File: src/rtl/colgen_pkg.sv
`timescale 1ns/1ps
package colgen_pkg;

  typedef enum logic [1:0] {
    OP_NONE  = 2'd0,
    OP_READ  = 2'd1,
    OP_WRITE = 2'd2,
    OP_STOP  = 2'd3
  } col_op_e;

  localparam logic [2:0] BLC_PAGE = 3'd7;

  typedef struct packed {
    logic       legal;
    logic       page;
    logic [1:0] lg;
  } blen_info_t;

endpackage

File: src/rtl/colgen_mode_decode.sv
`timescale 1ns/1ps
module colgen_mode_decode
  import colgen_pkg::*;
(
  input  logic [2:0] blen_code,
  output blen_info_t info
);

  always_comb begin
    info = '0;
    if (blen_code == BLC_PAGE) begin
      info.legal = 1'b1;
      info.page  = 1'b1;
    end else if (blen_code[2] == 1'b0) begin
      info.legal = 1'b1;
      info.lg    = blen_code[1:0];
    end
  end

endmodule

File: src/rtl/colgen_addr.sv
`timescale 1ns/1ps
module colgen_addr #(
  parameter int COL_W = 8
) (
  input  logic [COL_W-1:0] base,
  input  logic [COL_W-1:0] beat,
  input  logic [COL_W-1:0] mask,
  input  logic             ilv,
  output logic [COL_W-1:0] col
);

  function automatic logic [COL_W-1:0] beat_col(
    input logic [COL_W-1:0] b,
    input logic [COL_W-1:0] k,
    input logic [COL_W-1:0] m,
    input logic             x
  );
    logic [COL_W-1:0] sum;
    sum = b + k;
    if (x) return b ^ (k & m);
    return (b & ~m) | (sum & m);
  endfunction

  assign col = beat_col(base, beat, mask, ilv);

endmodule

File: src/rtl/colgen_seq.sv
`timescale 1ns/1ps
module colgen_seq
  import colgen_pkg::*;
#(
  parameter int COL_W = 8
) (
  input  logic             clk,
  input  logic             rst_n,
  input  logic             cmd_valid,
  input  logic [1:0]       cmd_op,
  input  logic [COL_W-1:0] start_col,
  input  blen_info_t       info,
  input  logic             ilv_in,
  output logic [COL_W-1:0] cur_base,
  output logic [COL_W-1:0] cur_beat,
  output logic [COL_W-1:0] cur_mask,
  output logic             cur_ilv,
  output logic             beat_valid,
  output logic             burst_last,
  output logic             beat_is_write,
  output logic             mode_err,
  output logic             stop_err,
  output logic             new_burst,
  output logic             cont_beat,
  output logic             stop_hit,
  output logic             page_cur
);

  function automatic logic [COL_W-1:0] mask_of(input logic [1:0] lg, input logic page);
    if (page) return {COL_W{1'b1}};
    return ~({COL_W{1'b1}} << lg);
  endfunction

  logic             act_q;
  logic [COL_W-1:0] base_q;
  logic [COL_W-1:0] cnt_q;
  logic [1:0]       lg_q;
  logic             page_q;
  logic             ilv_q;
  logic             wr_q;

  logic             is_rw;
  logic             is_stop;
  logic [COL_W-1:0] new_mask;
  logic [COL_W-1:0] held_mask;

  assign is_rw     = cmd_valid && (cmd_op == OP_READ || cmd_op == OP_WRITE);
  assign is_stop   = cmd_valid && (cmd_op == OP_STOP);
  assign stop_hit  = is_stop && act_q && page_q;
  assign stop_err  = is_stop && act_q && !page_q;
  assign mode_err  = is_rw && !info.legal;
  assign new_burst = is_rw;
  assign new_mask  = mask_of(info.lg, info.page);
  assign held_mask = mask_of(lg_q, page_q);

  always_comb begin
    cur_base      = base_q;
    cur_beat      = cnt_q;
    cur_mask      = held_mask;
    cur_ilv       = ilv_q;
    page_cur      = page_q;
    beat_is_write = 1'b0;
    beat_valid    = 1'b0;
    burst_last    = 1'b0;
    if (is_rw) begin
      cur_base      = start_col;
      cur_beat      = '0;
      cur_mask      = new_mask;
      cur_ilv       = ilv_in && !info.page;
      page_cur      = info.page;
      beat_is_write = (cmd_op == OP_WRITE);
      beat_valid    = 1'b1;
      burst_last    = !info.page && (info.lg == 2'd0);
    end else if (act_q && !stop_hit) begin
      beat_is_write = wr_q;
      beat_valid    = 1'b1;
      burst_last    = !page_q && (cnt_q == held_mask);
    end
  end

  assign cont_beat = beat_valid && !is_rw;

  always_ff @(posedge clk) begin
    if (!rst_n) begin
      act_q  <= 1'b0;
      base_q <= '0;
      cnt_q  <= '0;
      lg_q   <= '0;
      page_q <= 1'b0;
      ilv_q  <= 1'b0;
      wr_q   <= 1'b0;
    end else if (is_rw) begin
      act_q  <= !burst_last;
      base_q <= start_col;
      cnt_q  <= COL_W'(1);
      lg_q   <= info.lg;
      page_q <= info.page;
      ilv_q  <= ilv_in && !info.page;
      wr_q   <= (cmd_op == OP_WRITE);
    end else if (stop_hit) begin
      act_q <= 1'b0;
    end else if (act_q) begin
      act_q <= !burst_last;
      cnt_q <= cnt_q + COL_W'(1);
    end
  end

endmodule

File: src/rtl/sdram_burst_colgen.sv
`timescale 1ns/1ps
module sdram_burst_colgen
  import colgen_pkg::*;
#(
  parameter int COL_W = 8
) (
  input  logic             clk,
  input  logic             rst_n,
  input  logic             cmd_valid,
  input  logic [1:0]       cmd_op,
  input  logic [COL_W-1:0] start_col,
  input  logic [2:0]       blen_code,
  input  logic             ilv_mode,
  output logic [COL_W-1:0] col_out,
  output logic             beat_valid,
  output logic             burst_last,
  output logic             beat_is_write,
  output logic             mode_err,
  output logic             stop_err
);

  blen_info_t       info;
  logic [COL_W-1:0] cur_base;
  logic [COL_W-1:0] cur_beat;
  logic [COL_W-1:0] cur_mask;
  logic             cur_ilv;
  logic             new_burst;
  logic             cont_beat;
  logic             stop_hit;
  logic             page_cur;

  colgen_mode_decode u_dec (
    .blen_code (blen_code),
    .info      (info)
  );

  colgen_seq #(.COL_W(COL_W)) u_seq (
    .clk           (clk),
    .rst_n         (rst_n),
    .cmd_valid     (cmd_valid),
    .cmd_op        (cmd_op),
    .start_col     (start_col),
    .info          (info),
    .ilv_in        (ilv_mode),
    .cur_base      (cur_base),
    .cur_beat      (cur_beat),
    .cur_mask      (cur_mask),
    .cur_ilv       (cur_ilv),
    .beat_valid    (beat_valid),
    .burst_last    (burst_last),
    .beat_is_write (beat_is_write),
    .mode_err      (mode_err),
    .stop_err      (stop_err),
    .new_burst     (new_burst),
    .cont_beat     (cont_beat),
    .stop_hit      (stop_hit),
    .page_cur      (page_cur)
  );

  colgen_addr #(.COL_W(COL_W)) u_addr (
    .base (cur_base),
    .beat (cur_beat),
    .mask (cur_mask),
    .ilv  (cur_ilv),
    .col  (col_out)
  );

endmodule

File: config.mk
export PLATFORM = sky130hd
export DESIGN_NAME = sdram_burst_colgen
export DESIGN_NICKNAME = d
export VERILOG_FILES = /design/src/rtl/colgen_pkg.sv /design/src/rtl/colgen_mode_decode.sv /design/src/rtl/colgen_addr.sv /design/src/rtl/colgen_seq.sv /design/src/rtl/sdram_burst_colgen.sv
export SDC_FILE = /design/constraint.sdc
export NUM_CORES = 1
export LEC_CHECK = 0
export ABC_AREA = 0
export BUFFER_PORTS_ARGS = -buffer_cell sky130_fd_sc_hd__buf_2
export CORE_ASPECT_RATIO = 0.8
export CORE_MARGIN = 3
export CORE_UTILIZATION = 56
export DETAILED_ROUTE_END_ITERATION = 7
export PLACE_DENSITY = 0.8
export SLEW_MARGIN = 15
export SYNTH_ARGS = -nofsm -noshare
export SYNTH_HDL_FRONTEND = slang
export SYNTH_SLANG_ARGS = --single-unit
File: constraint.sdc
create_clock -name clk -period 3.9 [get_ports clk]
set_input_delay 0.585 -clock clk [delete_from_list [all_inputs] [get_ports clk]]
set_output_delay 0.585 -clock clk [all_outputs]
set_load 0.01 [all_outputs]
# == After elaboration in Yosys (flattened, before gate mapping) ==
# Cells that the tools add are included.
# totals
regBits,22
input_bits,17
elab_cells,79
# op_classes
addsub,2
n_eq_ne,6
n_shift,2
mux,30
bitwise_logic,10
reduce_logical,21
# ops
operator,count
8-bit 2-to-1 mux,9
8-bit AND,3
8-bit inverter,3
1-bit 2-to-1 mux,19
"8-bit by 2-bit left shift with 8-bit output, first input constant",2
1-bit logical AND,10
"8-bit by 1-bit adder with 8-bit output, second input constant",1
8-bit adder,1
8-bit equality test,1
8-bit OR,1
8-bit bitwise XOR,1
1-bit zero test,5
"2-bit equality test, second input constant",2
2-bit 2-to-1 mux,2
2-bit AND reduction,2
"3-bit equality test, second input constant",1
"2-bit by 1-bit equality test with 1-bit output, second input constant",1
2-bit zero test,1
"2-bit != test, second input constant",1
1-bit inverter,2
2-bit nonzero test,1
2-bit OR reduction,1
1-bit logical OR,1

# == Depth between registers and ports, before layout ==
# Gate-level depths: netlist (run 1).
# depth
ltp_word,12
depth_mapped,15
ltp_nobuf,14

# == By module ==
# From an unflattened synthesis (run 1), not the netlist that was laid out.
# hier_totals
cells_unflattened,224
hier_area_um2,1746.7
# by_module_without_submodules
mod,n_inst,cells_each,area_per_inst_um2,seq_area_each_um2
colgen_seq,1,149,1198.6,440.4
colgen_addr,1,71,513.0,0.0
colgen_mode_decode,1,4,35.0,0.0

# == Worst setup path before layout (run 1) ==
# Ideal clock, no wire load.
# synth_timing
kind,input to output
from,in cmd_op[0]
to,out col_out[6]
t_arrival_ns,3.091
t_required_ns,3.315
setup_slack_ns,0.224
stages,15
path_buffers,2
cell_sequence,inv_1 ha_1 nand2b_2 buf_6 buf_2 and2_1 ha_1 inv_1 fa_1 nor2b_1 a211oi_1 o21ai_0 a31oi_1 xor2_1 a21oi_1
# synth_via
elab_chain_cells,8
word_cells_on_any_way,18
# synth_lines
element,line,source
"start, declared",sdram_burst_colgen.sv:10,"input logic [1:0] cmd_op,"
2-bit by 1-bit equality test with 1-bit output or 2-bit equality test (tied branches),colgen_seq.sv:47,assign is_rw = cmd_valid && (cmd_op == OP_READ || cmd_op == OP_WRITE);
1-bit logical OR (*),colgen_seq.sv:47,
1-bit logical AND (*),colgen_seq.sv:47,
8-bit 2-to-1 mux (on tied branches),-,
8-bit adder (tied with other cells),colgen_addr.sv:19,sum = b + k;
8-bit AND or 8-bit bitwise XOR (tied branches),"colgen_addr.sv:21, colgen_addr.sv:20",
8-bit OR or 8-bit 2-to-1 mux (tied branches),"colgen_addr.sv:21, colgen_addr.sv:20",
8-bit 2-to-1 mux (*),colgen_addr.sv:21,return (b & ~m) | (sum & m);
"end, declared",sdram_burst_colgen.sv:14,"output logic [COL_W-1:0] col_out,"
# Mark *: on every way between the ends. The rest lies on a longest branch, timed or not. The select of a mux whose other input is x is not followed.

# == Worst setup path after layout (run 1) ==
# layout_timing
from,in cmd_op[0]
to,out col_out[7]
# layout_via
elab_chain_cells,8
word_cells_on_any_way,18
# layout_lines
element,line,source
2-bit by 1-bit equality test with 1-bit output or 2-bit equality test (tied branches),colgen_seq.sv:47,
1-bit logical OR (*),colgen_seq.sv:47,
1-bit logical AND (*),colgen_seq.sv:47,
8-bit 2-to-1 mux (*),-,
via cur_base[1],sdram_burst_colgen.sv:23,logic [COL_W-1:0] cur_base;
8-bit adder (*),colgen_addr.sv:19,
8-bit AND (*),colgen_addr.sv:21,
8-bit OR (*),colgen_addr.sv:21,
8-bit 2-to-1 mux (*),colgen_addr.sv:21,
# Mark *: on every way through the listed nets, which the timed path passes. The rest lies on a longest branch. The select of a mux whose other input is x is not followed.

==> results of run 1 <==
-- flip-flops by register name (all words and copies together) (netlist names) --
| signal | count |
|---|---|
| u_seq.page_q | 1 |
| u_seq.ilv_q | 1 |
| u_seq.act_q | 1 |
| u_seq.cnt_q | 8 |
| u_seq.wr_q | 1 |
| u_seq.lg_q | 2 |
| u_seq.base_q | 8 |
-- layer usage --
layer | GRT usage (%) | share of wire [%]
met1 | 34.3 | 51
met2 | 32.7 | 43
met3 | 4.24 | 4.8
met4 | 4.53 | 1.0
met5 | 0 | 0
-- final cells by class --
type | instances | area (sq um)
well taps | 38 | 47.5
multi-input cells | 182 | 1180
fillers | 253 | 891
clock buffers | 4 | 55.1
inverters | 12 | 45.0
repair buffers | 35 | 190
flip-flops and latches | 22 | 440
-- worst max-delay path, stage by stage --
cell	delay, ps
sky130_fd_sc_hd__buf_2	90
sky130_fd_sc_hd__inv_1	40
sky130_fd_sc_hd__ha_1	300
sky130_fd_sc_hd__nand2b_4	170
sky130_fd_sc_hd__mux2i_2	380
sky130_fd_sc_hd__inv_1	90
sky130_fd_sc_hd__ha_1	300
sky130_fd_sc_hd__a21o_1	180
sky130_fd_sc_hd__a21oi_1	250
sky130_fd_sc_hd__o31ai_2	130
sky130_fd_sc_hd__a31oi_2	210
sky130_fd_sc_hd__xnor2_1	90
sky130_fd_sc_hd__a21oi_1	140
sky130_fd_sc_hd__buf_2	140
-- power by group through the flow --
| stage | clock (mW) | combinational (mW) | sequential [mW] |
|---|---|---|---|
| 2_1_floorplan | 0 | 0.110 | 0.246 |
| 3_3_place_gp | 0 | 0.155 | 0.250 |
| 3_5_place_dp | 0 | 0.156 | 0.250 |
| 4_1_cts | 0.167 | 0.157 | 0.245 |
| 5_1_grt | 0.179 | 0.178 | 0.246 |
| 6_report | 0.165 | 0.160 | 0.245 |
-- path summary, 6_finish.rpt --
path,endpoint,slack (ps),from,cells past startpoint
worst max-delay path,col_out[7],230,cmd_op[0],14
worst min-delay path,u_seq.wr_q,470,u_seq.wr_q,2
worst max register to register,u_seq.act_q,2300,u_seq.page_q,6
worst min register to register,u_seq.wr_q,470,u_seq.wr_q,2
-- metrics by stage --
step,power (mW),setup TNS [ps]
after floorplan,0.356,0
after global placement,0.404,0
after detailed placement,0.406,0
after CTS,0.569,0
after global routing,0.603,-0.119
final,0.570,0
-- cells by family after synthesis --
group / Yosys count
compound gates: 62
xor+xnor: 16
fa+ha+maj: 10
buf+inv: 23
flops: 22
mux: 6
simple gates: 88
-- placed cells by master (no fill, tap or decap), types with 5 or more instances in the layout --
cell type / count
sky130_fd_sc_hd__nor2_1: 19
sky130_fd_sc_hd__nor2b_1: 10
sky130_fd_sc_hd__nand3_1: 13
sky130_fd_sc_hd__o21ai_0: 12
sky130_fd_sc_hd__ha_1: 8
sky130_fd_sc_hd__and2_1: 10
sky130_fd_sc_hd__dfxtp_1: 22
sky130_fd_sc_hd__xnor2_1: 10
sky130_fd_sc_hd__nand2_1: 24
sky130_fd_sc_hd__a21oi_1: 18
sky130_fd_sc_hd__a21boi_0: 5
sky130_fd_sc_hd__inv_1: 12
sky130_fd_sc_hd__mux2i_1: 5
sky130_fd_sc_hd__buf_4: 6
sky130_fd_sc_hd__buf_2: 29
sky130_fd_sc_hd__xor2_1: 6
==> metrics.md, run 1 <==
| Metric | Value |
|---|---|
| Clock latency reported for the late side of the worst-skew pair | between 200 and 300 ps |
| Grt ovf | 0 |
| Final standard cell count with taps included and fillers excluded | slightly below 300 |
| Post-synthesis to final-layout area growth | 13.8% |
| Area share of the leading cell type in the synthesized netlist | between 20% and 30% |
| Vias per cell | approximately 5.6 |
| Path class of the lowest-slack min-delay path | reg2reg |
| Post-route design area | ~2000 sq um |
| Chip Height | about 56 um |
| Dominant register cell in the synthesized netlist | sky130_fd_sc_hd__dfxtp_1 |
| Largest family of logic cells by synthesized area | simple AND/OR/NAND/NOR gates |
| Clock power share | between 20 and 30% |
| Leading cell type by number of instances after synthesis | sky130_fd_sc_hd__nand2_1 |
| Mux cell area share after synthesis | roughly 3.5% |
| Final hold vios | 0 |
| Worst slew slack as a fraction of its limit | ~69% |
| Post-synthesis simple-gate area fraction | between 20% and 30% |
| Total Die Area | about 3800 sq um |
| Synthesized-area fraction occupied by ao, oa, aoi and oai cells | between 20% and 30% |
| Port Buffer Count | 29 |
| Drt total wl | 4010 um |
| Post-CTS Repair Setup Buffers | 0 |
| Share of the clock period used by the worst path after layout | 94.2% |
| Sequential cell fraction of total power | around 43% |
| Root Buffer Master | sky130_fd_sc_hd__clkbuf_8 |
| TritonCTS buffer count | 3 |
| Number of different library cells in the post-synthesis netlist | between 40 and 50 |
| Residual antenna-violating net count after detailed routing | 0 |
| Number of placed I/O pins | 30 |
| Number of setup violations in the final report | 0 |
| Run status | complete, no violations |
| Global-route wire length before repair | between 6000 and 7000 um |
| Parity-gate share of the synthesized area counting xor and xnor cells | about 8.1% |
| Via count of the first global-routing pass | around 1,500 |
| Asr flop ratio synth | 0% |
| Core utilization of the finished layout | about 69% |
| Arithmetic-cell share of the synthesized area counting full adders, half adders and majority gates | 7.56% |
| Number of antenna violations at the first check in global routing | 0 |
| Highest clock rate | approximately 270 MHz |
| GRT Overall Usage | 22.5% |
| Fraction of power spent switching nets | a little over 30% |
| Via count | around 1,600 |
| Routed wire per std cell | 13.7 um |
| Share of the yosys chip area belonging to registers | 25.6% |
| Number of design rule violations left after detail routing | 0 |
| Fin crit period | ~3700 ps |
| Clock sink count | 22 |
| Nature of the critical path startpoint | input pin |
| Post-Place Cells | around 290 |
| Share of post-route cells with drive strength above 1 | 18.0% |
| Max Fanout on Critical Path | 6 |
| Count of H-tree levels built during CTS | 1 |
| Pre-CTS worst setup slack | about 54 ps |
| Initial standard-cell utilization of the core | 60.4% |
| Fraction of power consumed by combinational cells | approximately 28% |
| Area after DPL | between 1500 and 2000 sq um |
| Cell types with the highest counts after synthesis | 24 x sky130_fd_sc_hd__nand2_1, 22 x sky130_fd_sc_hd__dfxtp_1, 19 x sky130_fd_sc_hd__nor2_1, 18 x sky130_fd_sc_hd__a21oi_1 |
| Leading cell types by total area after synthesis | sky130_fd_sc_hd__dfxtp_1 26%, sky130_fd_sc_hd__ha_1 5.8%, sky130_fd_sc_hd__a21oi_1 5.2% |
| Largest net degree at the start of global routing | 27 |
| Hold Buf Count CTS | 0 |
| Half-perimeter wire length after detailed placement | approximately 3000 um |
| Static Leakage | around 0.88 nW |
| Post-cts gate resize count | 0 |
| Hold_ws | between 400 and 500 ps |
| Worst vdd rail ir drop | between 0.0002 and 0.0003 V |
| Internal power consumption | a little under 400 uW |
| Final weighted congestion of routability-driven global placement | 0.856 |
| #FFs+latches synth | 22 |
| Maximum clock insertion buffer count | 2 |
| TritonCTS clock tree | yes |
| Worst endpoint required time | around 3300 ps |
| Number of pins exceeding their max-slew limit in the final report | 0 |
| Initial drt markers | 73 |
| Cell count after synthesis | approximately 230 |
| Final WS setup | ~230 ps |
| Clock Skews | between 1.5 and 2 ps |
| Max-cap check violation count | 0 |
| Synth warnings | 0 |
| Die outline width | 68.0 um |
| Transition time at the pin with the least slew margin | around 470 ps |
| Core Area | 2850 sq um |
| Largest area contributor in the netlist | sky130_fd_sc_hd__dfxtp_1 |
| Net count after synthesis | ~250 |
| Power density normalized to cell area | just under 300 nW/um^2 |
| Number of enable-type register cells in the synthesized netlist | 0 |
| Number of cell rows | 17 |
| Switching power of the nets | about 180 uW |
| Cell area after technology mapping | ~1700 sq um |
| Clock transition at the registers of the reported paths | approximately 80 ps |
| Number of antenna repair diodes | 0 |
| Start-to-end type of the worst setup path | in2out |
| Worst Path Arrival | about 3100 ps |
| Average footprint of a synthesized cell | 7.58 sq um |
| Total number of nets in the final design | 282 |
| Worst setup EP type | output port |
| First drt pass iteration count | 4 |
Note: power is estimated with default switching activity, not from simulation.
==> run 2, diff against run 1 <==
--- a/config.mk
+++ b/config.mk
@@ -12,6 +12,7 @@
 export CORE_UTILIZATION = 56
 export DETAILED_ROUTE_END_ITERATION = 7
 export PLACE_DENSITY = 0.8
+export SKIP_LAST_GASP = 1
 export SLEW_MARGIN = 15
 export SYNTH_ARGS = -nofsm -noshare
 export SYNTH_HDL_FRONTEND = slang
==> constraint.sdc (replaced) <==
create_clock -name clk -period 3.9 [get_ports clk]
set_input_delay 0.585 -clock clk [delete_from_list [all_inputs] [get_ports clk]]
set_output_delay 0.585 -clock clk [all_outputs]
set_load 0.1 [all_outputs]
==> run 2 against run 1 <==
First-iteration DRC count grew 45%. Clock-buffer cell count stayed put. Non-clock buffer count is 6 higher. Total power rose by 34%. Die area stayed put. Cell count is 2.0% higher. Clock power rose by 4%. Design area up 13%. Global-route usage grew 2.5 points. Critical endpoint is now col_out[6]. Largest cell class unchanged.
==> metrics.md, run 2 (synthesized netlist as in run 1, its figures left out) <==
| Metric | Value |
|---|---|
| Run status | complete, no violations |
| Nature of the critical path startpoint | input pin |
| Post-route design area | 2210 sq um |
| Clock Skews | 3.46 ps |
| Clock transition at the registers of the reported paths | roughly 90 ps |
| Number of antenna repair diodes | 0 |
| Biggest regs | u_seq.base_q: 8 flops, u_seq.cnt_q: 8 flops, u_seq.lg_q: 2 flops |
| Depth of the critical timing path with buffers and inverters included | 16 |
| Core Area | around 2900 sq um |
| Residual antenna-violating net count after detailed routing | 0 |
| Number of cell rows | 17 |
| Number of cells on the worst reg-to-reg path | 6 |
| Max Fanout on Critical Path | 4 |
| Vias per cell | 5.87 |
| Total number of nets in the final design | 288 |
| Die outline width | around 68 um |
| Post-CTS Repair Setup Buffers | 0 |
| Final hold vios | 0 |
| Worst setup EP type | output port |
| Via count of the first global-routing pass | approximately 1,600 |
| Start-to-end type of the worst setup path | in2out |
| Clock sink count | 22 |
| Number of placed I/O pins | 30 |
| Crit Reg-Reg Startpoint | u_seq.page_q |
| Final weighted congestion of routability-driven global placement | 0.880 |
| Share of post-route cells with drive strength above 1 | between 20 and 25% |
| Number of antenna violations at the first check in global routing | 0 |
| Maximum cell stage delay along the critical path | slightly above 400 ps |
| Worst endpoint required time | roughly 3300 ps |
| Global-route wire length before repair | approximately 7300 um |
| Number of design rule violations left after detail routing | 0 |
| Most used cells in the layout excluding fill and tap cells | 24 x sky130_fd_sc_hd__nand2_1, 22 x sky130_fd_sc_hd__dfxtp_1, 21 x sky130_fd_sc_hd__buf_2, 19 x sky130_fd_sc_hd__nor2_1, 15 x sky130_fd_sc_hd__a21oi_1 |
| Drt total wl | 4470 um |
| Leading cell type in the layout, fill and taps excluded | sky130_fd_sc_hd__nand2_1 |
| Worst vdd rail ir drop | between 0.0003 and 0.0004 V |
| Chip Height | ~56 um |
| Pwr Total | 761 uW |
| Power density normalized to cell area | ~350 nW/um^2 |
| GRT Overall Usage | 25.0% |
| Worst hold start | u_seq.wr_q |
| Largest delay contributor family on the critical path | adder cells |
| Cell type of the slowest stage on the worst timing path | sky130_fd_sc_hd__fa_1 |
| Half-perimeter wire length after detailed placement | approximately 3300 um |
| FF+latch area | around 440 sq um |
| Worst slew slack as a fraction of its limit | 67.8% |
| Highest clock rate | 263 MHz |
| First drt pass iteration count | 4 |
| Worst Path Arrival | around 3200 ps |
| Maximum clock insertion buffer count | 2 |
| Static Leakage | between 0.9 and 1 nW |
| Critical Path Sink | col_out[6] |
| Final standard cell count with taps included and fillers excluded | around 300 |
| Initial drt markers | about 110 |
| Fin crit period | 3800 ps |
| Startpoint of the most critical setup path | cmd_op[0] |
| Area after DPL | between 2000 and 2500 sq um |
| Port Buffer Count | 29 |
| Via count | roughly 1,800 |
| Routed wire per std cell | 14.9 um |
| TritonCTS clock tree | yes |
| Total Die Area | between 3000 and 4000 sq um |
| Largest net degree at the start of global routing | 17 |
| Initial standard-cell utilization of the core | between 60 and 70% |
| Share of the clock period used by the worst path after layout | between 90% and 100% |
| Area taken by multi-input logic gates | approximately 1300 sq um |
| Cell breakdown of the critical path | buf_2 -> inv_1 -> ha_1 -> nand2b_4 -> mux2i_1 -> inv_1 -> ha_1 -> inv_1 -> fa_1 -> nor2b_2 -> a211oi_2 -> o21ai_1 -> a31oi_1 -> xor2_1 -> a21oi_4 -> buf_12 |
| Critical path buffers and inverters | 5 |
| Grt ovf | 0 |
| Max-cap check violation count | 0 |
| Register-to-register setup slack | about 2400 ps |
| Path class of the lowest-slack min-delay path | reg2reg |
| Number of setup violations in the final report | 0 |
| Cell repeated most along the worst path | sky130_fd_sc_hd__inv_1 |
| Transition time at the pin with the least slew margin | just under 500 ps |
| Root Buffer Master | sky130_fd_sc_hd__clkbuf_8 |
| Count of H-tree levels built during CTS | 1 |
| Number of pins exceeding their max-slew limit in the final report | 0 |
| Clock latency reported for the late side of the worst-skew pair | between 200 and 300 ps |
| Endpoint of the worst register-to-register path | u_seq.act_q |
| Post-Place Cells | around 300 |
| TritonCTS buffer count | 3 |
| Filler cell count | between 200 and 250 |
| Post-synthesis to final-layout area growth | 28.1% |
-- run 2: changes by cell type in the layout (fill, tap and decap cells not counted), sizes merged --
cell  change
buf       +6
-- run 2: area by class of cell --
class                   instances  share of cell area, %
multi-input cells             182                   57.2
flip-flops and latches         22                   20.0
repair buffers                 41                   16.1
clock buffers                   4                   2.50
well taps                      38                   2.16
inverters                      12                   2.04
-- run 2: power by group --
group / leakage, nW / total [mW] / internal [mW] / switching [mW]
clock network: 0.0288 / 0.172 / 0.0903 / 0.0814
registers: 0.179 / 0.245 / 0.234 / 0.0112
logic: 0.734 / 0.344 / 0.121 / 0.224
total: 0.942 / 0.761 / 0.445 / 0.316
-- run 2: metal layers --
layer | up-vias | global-route usage (%) | share of wire (%)
li1 | 863 | - | -
met1 | 802 | 36.0 | 44
met2 | 82 | 37.6 | 47
met3 | 7 | 5.25 | 8.2
met4 | 0 | 6.23 | 0.92
met5 | - | 0 | 0
-- run 2: how the worst min path moves through the flow --
stage	to	slack, ps	cells after the start
final	u_seq.wr_q	480	2
after floorplan	u_seq.wr_q	450	2
after global routing	u_seq.wr_q	540	2
after global placement	u_seq.wr_q	470	2
after CTS	u_seq.wr_q	480	2
after detailed placement	u_seq.wr_q	470	2
-- run 2: per-stage QoR --
stage               TNS (ps)  worst slack (ps)  hold slack, ps  utilization, %
floorplan               -191              -167             453               -
global placement           0              63.1             468            74.3
detailed placement         0              22.0             472            74.3
CTS                        0              17.9             484            76.3
global route           -57.3             -29.7             544            77.4
finish                     0               103             484            77.4
-- run 2: worst register-to-register path, cell delays in order, from the launching register on --
cell                      delay [ps]
sky130_fd_sc_hd__dfxtp_1         470
sky130_fd_sc_hd__nand3_1         180
sky130_fd_sc_hd__nand2_1         140
sky130_fd_sc_hd__nor4_1          240
sky130_fd_sc_hd__nand3_1         130
sky130_fd_sc_hd__o21ai_1         210
sky130_fd_sc_hd__nor2_1           70
-- run 2: timing repair --
action | in CTS | in global routing
hold buffers | 0 | 0
gates resized for setup | 0 | 8
endpoints found under the setup margin | 0 | 4
==> run 3, diff against run 2 <==
--- a/config.mk
+++ b/config.mk
@@ -16,4 +16,5 @@
 export SLEW_MARGIN = 15
 export SYNTH_ARGS = -nofsm -noshare
 export SYNTH_HDL_FRONTEND = slang
+export SYNTH_HIERARCHICAL = 1
 export SYNTH_SLANG_ARGS = --single-unit
==> run 3 against run 2 <==
Routed wire length is 12% lower. Sequential share of layout area is 0.79 points higher. Sequential cell count unchanged. Combinational power fell by 14%. Critical endpoint unchanged. Largest power group unchanged.
==> metrics.md, run 3 <==
| Metric | Value |
|---|---|
| Clock Skews | 5.01 ps |
| Via count of the first global-routing pass | between 1,000 and 1,500 |
| Depth of the critical timing path with buffers and inverters included | 14 |
| Number of antenna violations at the first check in global routing | 0 |
| Share of the clock period used by the worst path after layout | approximately 96% |
| Number of cell rows | 17 |
| Crit Reg-Reg Startpoint | u_seq/cnt_q[3] |
| Residual antenna-violating net count after detailed routing | 0 |
| Number of setup violations in the final report | 0 |
| Path class of the lowest-slack min-delay path | reg2reg |
| Drt total wl | about 4000 um |
| Final WS setup | approximately 160 ps |
| Routed wire per std cell | between 10 and 15 um |
| Core Area | between 2000 and 3000 sq um |
| Via count | approximately 1,700 |
| Die outline width | about 70 um |
| Half-perimeter wire length after detailed placement | 3000 um |
| Register-to-register setup slack | roughly 2400 ps |
| RSZ-0062 raised after global routing | false |
| Biggest regs | u_seq/base_q: 8 flops, u_seq/cnt_q: 8 flops, u_seq/lg_q: 2 flops |
| Largest net degree at the start of global routing | 17 |
| Highest clock rate | 267 MHz |
| Max Fanout on Critical Path | 10 |
| Initial standard-cell utilization of the core | between 60% and 70% |
| Number of pins exceeding their max-slew limit in the final report | 0 |
| Vias per cell | 5.73 |
| Max-cap check violation count | 0 |
| GRT Overall Usage | 22.0% |
| Largest delay contributor family on the critical path | compound AO/OA/AOI/OAI gates |
| Worst slew slack as a fraction of its limit | between 60% and 70% |
| Final weighted congestion of routability-driven global placement | 0.827 |
| Start-to-end type of the worst setup path | in2out |
| Post-route design area | approximately 2100 sq um |
| Root Buffer Master | sky130_fd_sc_hd__clkbuf_8 |
| Number of design rule violations left after detail routing | 0 |
| Chip Height | roughly 56 um |
| Grt ovf | 0 |
| Clock sink count | 22 |
| Clock latency reported for the late side of the worst-skew pair | about 260 ps |
| Endpoint of the worst register-to-register path | u_seq/act_q |
| Hold_ws | a little under 500 ps |
| Net count after synthesis | 251 |
| Initial drt markers | 120 |
| Nature of the critical path startpoint | input pin |
| Total number of nets in the final design | 279 |
| Synth warnings | 6 |
| Static Leakage | between 0.9 and 1 nW |
| Hold Buf Count CTS | 0 |
| Post-Place Cells | between 200 and 300 |
| Worst setup EP type | output port |
| Run status | complete, no violations |
| Area after DPL | between 2000 and 2500 sq um |
| Share of post-route cells with drive strength above 1 | 26.4% |
| Cell type of the slowest stage on the worst timing path | sky130_fd_sc_hd__ha_1 |
| Maximum clock insertion buffer count | 2 |
| Average footprint of a synthesized cell | slightly below 8 sq um |
| Critical path buffers and inverters | 4 |
| TritonCTS buffer count | 3 |
| Cell count after synthesis | about 220 |
| Cell breakdown of the critical path | buf_2 -> inv_1 -> ha_1 -> nand2b_4 -> buf_4 -> nand2_1 -> nand2_1 -> ha_1 -> nor2b_4 -> o31a_1 -> o31ai_2 -> xnor2_1 -> a31o_2 -> buf_12 |
| Fin crit period | about 3700 ps |
| Worst vdd rail ir drop | a little over 0.0003 V |
| Maximum cell stage delay along the critical path | 390 ps |
| Number of antenna repair diodes | 0 |
| Global-route wire length before repair | roughly 6700 um |
| Critical Path Sink | col_out[6] |
| Final standard cell count with taps included and fillers excluded | between 200 and 300 |
| TritonCTS clock tree | yes |
| Number of placed I/O pins | 30 |
| Core utilization of the finished layout | between 70% and 80% |
| Pre-CTS worst setup slack | around 34 ps |
| Startpoint of the most critical setup path | cmd_op[0] |
| Count of H-tree levels built during CTS | 1 |
| Power density normalized to cell area | between 300 and 400 nW/um^2 |
| Transition time at the pin with the least slew margin | 493 ps |
| First drt pass iteration count | 4 |
| Final hold vios | 0 |
| Clock transition at the registers of the reported paths | around 80 ps |
| Cell area after technology mapping | about 1700 sq um |
| Number of cells on the worst reg-to-reg path | 4 |
| Port Buffer Count | 29 |
| Post-synthesis to final-layout area growth | 21.8% |
| Worst Path Arrival | roughly 3200 ps |
| Leading cell type in the layout, fill and taps excluded | sky130_fd_sc_hd__nand2_1 |
| Total Neg Setup Slack | 0 ps |
| Pwr Total | about 700 uW |
| Most used cells in the layout excluding fill and tap cells | 40 x sky130_fd_sc_hd__nand2_1, 22 x sky130_fd_sc_hd__dfxtp_1, 21 x sky130_fd_sc_hd__buf_2, 17 x sky130_fd_sc_hd__and2_1, 12 x sky130_fd_sc_hd__nand3_1 |
| Worst endpoint required time | about 3300 ps |
| Total Die Area | approximately 3800 sq um |
## run 3: how the worst min path moves through the flow
stage	to	cells past startpoint	slack, ps	start
2_1_floorplan	u_seq/wr_q	2	450	u_seq/wr_q
3_3_place_gp	u_seq/wr_q	2	470	u_seq/wr_q
3_5_place_dp	u_seq/wr_q	2	480	u_seq/wr_q
4_1_cts	u_seq/wr_q	2	490	u_seq/wr_q
5_1_grt	u_seq/wr_q	2	560	u_seq/wr_q
6_report	u_seq/wr_q	2	490	u_seq/wr_q
## run 3: per-layer routing
layer  share of wire [%]  vias up  track usage (%)
li1                    -      833                -
met1                  49      767             32.7
met2                  44       48             33.0
met3                 6.4        3             4.85
met4                0.20        0             2.83
met5                   0        -                0
## run 3: area by class of cell
| class | count | area, sq um |
|---|---|---|
| Clock buffer | 4 | 55.1 |
| Fill cell | 220 | 749 |
| Inverter | 10 | 37.5 |
| Multi-Input combinational cell | 179 | 1230 |
| Sequential cell | 22 | 440 |
| Tap cell | 38 | 47.5 |
| Timing Repair Buffer | 35 | 310 |
## run 3: power breakdown
group	internal [mW]	switching, mW
clock network	0.0900	0.0712
logic	0.102	0.195
registers	0.234	0.00894
total	0.426	0.275
## run 3: timing repair
| item | CTS | global route |
|---|---|---|
| setup endpoints to repair | 0 | 4 |
| buffers inserted | 0 | 1 |
| gates resized for setup | 0 | 5 |
| hold endpoints to repair | 0 | 0 |
## run 3: worst register-to-register path: cells and delay by family, from the launching register on
family / cells / cell delay (ps)
DFF: 1 / 360
and+or+nand+nor: 3 / 880
AOI/OAI and AO/OA: 1 / 140
